==> src/rtl/dram_refresh_pkg.sv <==
package dram_refresh_pkg;
    typedef enum logic [1:0] {
        POL_BURST      = 2'd0,
        POL_PER_ACCESS = 2'd1,
        POL_SPREAD     = 2'd2,
        POL_BURST_ALT  = 2'd3
    } ref_pol_e;
endpackage

==> src/rtl/refresh_timebase.sv <==
module refresh_timebase #(
    parameter int INTV     = 200,
    parameter int SPACING  = 25,
    parameter int DEADLINE = 187
) (
    input  logic clk,
    input  logic rst_n,
    output logic ivl_start,
    output logic spc_tick,
    output logic dl_hit
);
    localparam int TW = (INTV > 1) ? $clog2(INTV) : 1;
    localparam int SW = (SPACING > 1) ? $clog2(SPACING) : 1;

    typedef struct packed {
        logic [TW-1:0] tmr;
        logic [SW-1:0] spc;
    } tb_state_t;

    tb_state_t q, d;

    always_comb begin
        d = q;
        // interval counter wraps after INTV cycles
        d.tmr = (q.tmr == TW'(INTV - 1)) ? '0 : q.tmr + 1'b1;
        // spacing counter restarts with every interval
        d.spc = ((q.tmr == TW'(INTV - 1)) || (q.spc == SW'(SPACING - 1))) ? '0 : q.spc + 1'b1;
    end

    always_ff @(posedge clk or negedge rst_n) begin
        if (!rst_n) q <= '0;
        else        q <= d;
    end

    assign ivl_start = (q.tmr == '0);
    assign spc_tick  = (q.spc == '0);
    assign dl_hit    = (q.tmr == TW'(DEADLINE));
endmodule

==> src/rtl/refresh_row_ctr.sv <==
module refresh_row_ctr #(
    parameter int ROWS = 8
) (
    input  logic                    clk,
    input  logic                    rst_n,
    input  logic                    adv,
    output logic [$clog2(ROWS)-1:0] row,
    output logic                    wrap
);
    localparam int RW = $clog2(ROWS);

    typedef struct packed {
        logic [RW-1:0] row;
    } rc_state_t;

    rc_state_t q, d;
    logic      at_last;

    always_comb begin
        d       = q;
        at_last = (q.row == RW'(ROWS - 1));
        if (adv) d.row = at_last ? '0 : q.row + 1'b1;
    end

    always_ff @(posedge clk or negedge rst_n) begin
        if (!rst_n) q <= '0;
        else        q <= d;
    end

    assign row  = q.row;
    assign wrap = adv && at_last;
endmodule

==> src/rtl/dram_refresh_sched.sv <==
module dram_refresh_sched
    import dram_refresh_pkg::*;
#(
    parameter int ROWS      = 8,
    parameter int CLK_KHZ   = 100,
    parameter int RETAIN_US = 2000,
    parameter int ACC_CYC   = 3
) (
    input  logic                    clk,
    input  logic                    rst_n,
    input  logic [1:0]              mode_sel,
    input  logic                    host_req,
    output logic                    host_stall,
    output logic                    ref_stb,
    output logic [$clog2(ROWS)-1:0] ref_row,
    output logic                    sweep_stb
);
    localparam int INTV     = CLK_KHZ * RETAIN_US / 1000;
    localparam int SPACING  = INTV / ROWS;
    localparam int DEADLINE = INTV - ROWS - ACC_CYC - 2;
    localparam int OW       = $clog2(4 * ROWS);
    localparam int DW       = $clog2(ROWS + 1);
    localparam int BW       = $clog2(ACC_CYC + 1);

    typedef struct packed {
        ref_pol_e      mode;
        logic [OW-1:0] owe;
        logic [DW-1:0] done;
        logic [BW-1:0] busy;
    } sch_state_t;

    sch_state_t q, d;
    logic ivl_start, spc_tick, dl_hit;
    logic issue, accept;

    refresh_timebase #(.INTV(INTV), .SPACING(SPACING), .DEADLINE(DEADLINE)) u_tb (
        .clk(clk), .rst_n(rst_n),
        .ivl_start(ivl_start), .spc_tick(spc_tick), .dl_hit(dl_hit)
    );

    refresh_row_ctr #(.ROWS(ROWS)) u_rc (
        .clk(clk), .rst_n(rst_n), .adv(issue),
        .row(ref_row), .wrap(sweep_stb)
    );

    always_comb begin
        ref_pol_e      eff;
        logic [OW-1:0] add, owe_n, left;
        logic [DW-1:0] done_base;

        d          = q;
        issue      = (q.busy == '0) && (q.owe != '0);
        host_stall = (q.busy != '0) || (q.owe != '0);
        accept     = host_req && !host_stall;
        eff        = ivl_start ? ref_pol_e'(mode_sel) : q.mode;

        // refresh debt added by the active policy this cycle
        case (eff)
            POL_BURST, POL_BURST_ALT: add = ivl_start ? OW'(ROWS) : '0;
            POL_PER_ACCESS:           add = OW'(accept);
            POL_SPREAD:               add = OW'(spc_tick);
            default:                  add = '0;
        endcase
        owe_n = q.owe - OW'(issue) + add;

        // rows still owed in this interval, for the per-access catch-up
        done_base = ivl_start ? '0 : q.done;
        left      = (done_base >= DW'(ROWS)) ? '0 : OW'(DW'(ROWS) - done_base);
        if (issue && (left != '0)) left = left - 1'b1;
        if ((eff == POL_PER_ACCESS) && dl_hit && (owe_n < left)) owe_n = left;

        d.mode = eff;
        d.owe  = owe_n;
        d.done = (issue && (done_base < DW'(ROWS))) ? done_base + 1'b1 : done_base;
        if (accept)              d.busy = BW'(ACC_CYC - 1);
        else if (q.busy != '0)   d.busy = q.busy - 1'b1;
        else                     d.busy = '0;
    end

    always_ff @(posedge clk or negedge rst_n) begin
        if (!rst_n) q <= '{mode: POL_BURST, owe: '0, done: '0, busy: '0};
        else        q <= d;
    end

    assign ref_stb = issue;
endmodule

==> config.mk <==
export PLATFORM = sky130hd
export DESIGN_NAME = dram_refresh_sched
export DESIGN_NICKNAME = d
export VERILOG_FILES = /design/src/rtl/dram_refresh_pkg.sv /design/src/rtl/refresh_timebase.sv /design/src/rtl/refresh_row_ctr.sv /design/src/rtl/dram_refresh_sched.sv
export SDC_FILE = /design/constraint.sdc
export NUM_CORES = 1
export LEC_CHECK = 0
export ABC_CLOCK_PERIOD_IN_PS = 4500
export BUFFER_PORTS_ARGS = -buffer_cell sky130_fd_sc_hd__buf_2
export CAP_MARGIN = 20
export CORE_UTILIZATION = 35
export CTS_BUF_LIST = sky130_fd_sc_hd__clkbuf_4
export CTS_CLUSTER_SIZE = 20
export DETAILED_ROUTE_END_ITERATION = 16
export HOLD_SLACK_MARGIN = 0.08
export SYNTH_ARGS = -nofsm -noshare
export SYNTH_HDL_FRONTEND = slang
export SYNTH_HIERARCHICAL = 1
export SYNTH_SLANG_ARGS = --single-unit
==> constraint.sdc <==
create_clock -name clk -period 4.5 [get_ports clk]
set_input_delay 0.45 -clock clk [delete_from_list [all_inputs] [get_ports clk]]
set_output_delay 0.45 -clock clk [all_outputs]
set_load 0.1 [all_outputs]
==> results.md <==
* Status: finished, violations left
* Failing checks: negative setup slack
* GRT busiest layer: met2
* Clock Tree Buf Depth at 2
* First-pass GRT wire length at 6.417 mm
* WL per Instance at 12.57 um
* Synthesized Nets at 211
* Placed cell areas at 2148 sq um
* Clock Latency Late Sink at 0.34 ns
* Main synth FF type: dfrtp_1
* Total power at 1.765 mW
* Worst Path Max Fanout at 4
* Layout cell share with drive strength beyond 1 at 40.34%
* I/O Buffers at 10
* Initial antenna violation count at 0
* Area Growth Syn to Fin at 35.64%
* Drt total wl at 3.871 mm
* H-tree levels at 2
* Final Max Tran Viols at 0
* Worst hold-check path type: in -> async
* GRT Total Usage at 15.59%
* Worst setup margin at -0.1699 ns
* Commonest cells after routing, fill and taps aside: 38 x buf_4, 29 x dfrtp_1, 19 x inv_1, 15 x ha_1, 12 x nor2_1
* Via/cell ratio at 4.760
* Final worst-path cycle share at 103.8%
* Die span in x at 75.33 um
* WS Path Type: reg -> reg
* Yosys top cell area share at 38.56%
* Top Ports at 11
* Clk slew on worst S/H paths at 0.11 ns
* Initial DRT Pass Iterations at 4
* Pwr dens at 691.6 nW/um^2
* Num CTS Buffers at 5
* Core area at 5140 sq um
* Met1 Usage GRT at 20.57%
* Sink Count at 29
* Die height at 75.33 um
* Post-DP HPWL at 2.553 mm
* Mapped Area at 1882 sq um
* Die area at 5674 sq um
* Max Cap Viol at 0
* CP endpoint kind: flip-flop
* Final #Nets at 264
* Post-Place Worst Slack at -0.2524 ns
* Relative slew slack at 56.17%
* Req. time, crit path at 4.72 ns
* Post-synth EDFFs at 0
* Synth Register Bits at 29
* Sequential share of the synthesized area at 38.56%
* CP startpoint kind: flip-flop
* TritonCTS clock tree: built
* RSZ-0062 raised after global routing: true
* Drt initial violations at 53
* Yosys cell types at 49
* GRT overflow at 0
* CP arrival at 4.89 ns
* Post-synth ARST share at 100.0%
* Max Clock Freq at 214.1 MHz
* Post-Layout Inst Area at 2552 sq um
* Syn. warnings at 6
* Min Tclk post-route at 4.670 ns
* DR vias at 1,466
* Pleak at 1.169 nW
* Synth top area cells: dfrtp_1 39%, ha_1 14%, inv_1 4.8%, xnor2_1 3.3%, xor2_1 3.3%
* Final RePlAce weighted congestion at 0.7848
* Final antenna-violating net count at 0
* Rows at 26
* Most area-hungry cell type in the Yosys netlist: dfrtp_1
* Cells after Synth at 184
* Root buf cell: clkbuf_4
* Diodes inserted at 0
* Initial Util at 36.61%
* Post-CTS Hold Fix Bufs at 0
* Final hold vios at 0
* # DRC at 0
* Pin count of the biggest net entering global routing at 30
* Syn Area/Cell at 10.23 sq um
* Met3 Track Usage GR at 2.778%
* Met2 Usage GRT at 25.50%
* Peak VDD IR at 0.0004853 V
* Most common cell after layout, fill and taps aside: buf_4
* Vias in the first global route at 1,416
* Worst Skew at 0.01609 ns
* Worst-Margin Slew at 0.6575 ns
* Final setup vio count at 3
==> layout make-up <==
type                       instances  area (sq um)
timing repair buffer              51         369.1
sequential                        29         725.7
multi-input combinational        126          1201
clock buffer                       6         45.04
tap                               70         87.58
fill                             488          2587
clock inverter                     2         33.78
inverter                          24         90.09
==> layer usage <==
| metal | part of all wire, % | vias to the layer above |
|---|---|---|
| met4 | 2.6 | 0 |
| li1 | - | 725 |
| met1 | 47 | 708 |
| met5 | 0 | - |
| met3 | 3.0 | 9 |
| met2 | 48 | 24 |
==> logic make-up (layout without fill, tap and decap cells) <==
group / after synthesis / after routing / synth area share, %
AO/OA/AOI/OAI: 22 / 22 / 9.642
XOR/XNOR: 14 / 14 / 6.516
adder cells (fa/ha/maj): 22 / 22 / 15.03
buffers and inverters: 29 / 83 / 6.848
flip-flops: 29 / 29 / 38.56
multiplexers: 9 / 9 / 5.186
other: 1 / 1 / 0.1993
AND/OR/NAND/NOR: 58 / 58 / 18.02
==> critical path, stage by stage, from the launching register on <==
cell,delay [ns]
dfrtp_1,0.39
or4_4,0.54
nor4b_4,0.27
buf_6,0.17
mux2i_4,0.24
buf_4,0.15
ha_4,0.20
or2_4,0.26
ha_4,0.26
inv_2,0.03
ha_4,0.15
inv_2,0.04
fa_2,0.22
inv_2,0.04
a21o_1,0.16
a21oi_2,0.17
xnor2_2,0.12
ha_4,0.30
o21ai_4,0.06
o21ai_4,0.17
a41oi_2,0.07
a31oi_4,0.21
mux2_4,0.31
==> final timing paths <==
kind,cells past startpoint,to,startpoint,slack (ns)
max in group asynchronous,1,q[5]$_DFF_PN0_,rst_n,3.93
min reg2reg,1,u_tb/q[0]$_DFF_PN0_,u_tb/q[0]$_DFF_PN0_,0.50
min,1,u_tb/q[9]$_DFF_PN0_,rst_n,0.13
max reg2reg,22,q[9]$_DFF_PN0_,u_tb/q[9]$_DFF_PN0_,-0.17
min in group clk,2,q[1]$_DFF_PN0_,host_req,0.38
max,22,q[9]$_DFF_PN0_,u_tb/q[9]$_DFF_PN0_,-0.17
==> cell usage after synthesis, types with 5 or more instances <==
cell type  instances
xnor2_1            7
nor2_1            12
nand3_1            6
o21ai_0            6
xor2_1             7
mux2i_1            6
ha_1              21
dfrtp_1           29
inv_1             24
nor2b_1            5
nand2_1            9
==> through the flow <==
stage / TNS [ns] / util [%] / hold WS (ns) / cells
finish: -0.4611 / 49.66 / 0.1290 / 308
global route: -1.416 / 49.66 / 0.1839 / 308
CTS: -0.3626 / 47.86 / 0.1581 / 307
detailed placement: -0.8125 / 41.80 / 0.4815 / 273
global placement: -0.3824 / 41.80 / 0.4771 / 273
floorplan: -0.02090 / - / 0.1544 / 184
==> state kept, by name (all words and copies together) (netlist names) <==
| name | count |
|---|---|
| u_tb/q | 13 |
| q | 13 |
| u_rc/row | 3 |
==> where the power goes <==
part           leakage [nW]  switching, mW  internal, mW
logic                 0.778          0.642         0.531
registers             0.348         0.0496         0.326
clock network        0.0433         0.0963         0.122
total                  1.17          0.787         0.978
==> timing repair <==
action,in CTS,in global routing
resized for setup,8,17
endpoints found under the setup margin,5,6
pin swaps,10,3
buffers inserted,26,6
Power figures use the tool's default switching activity.
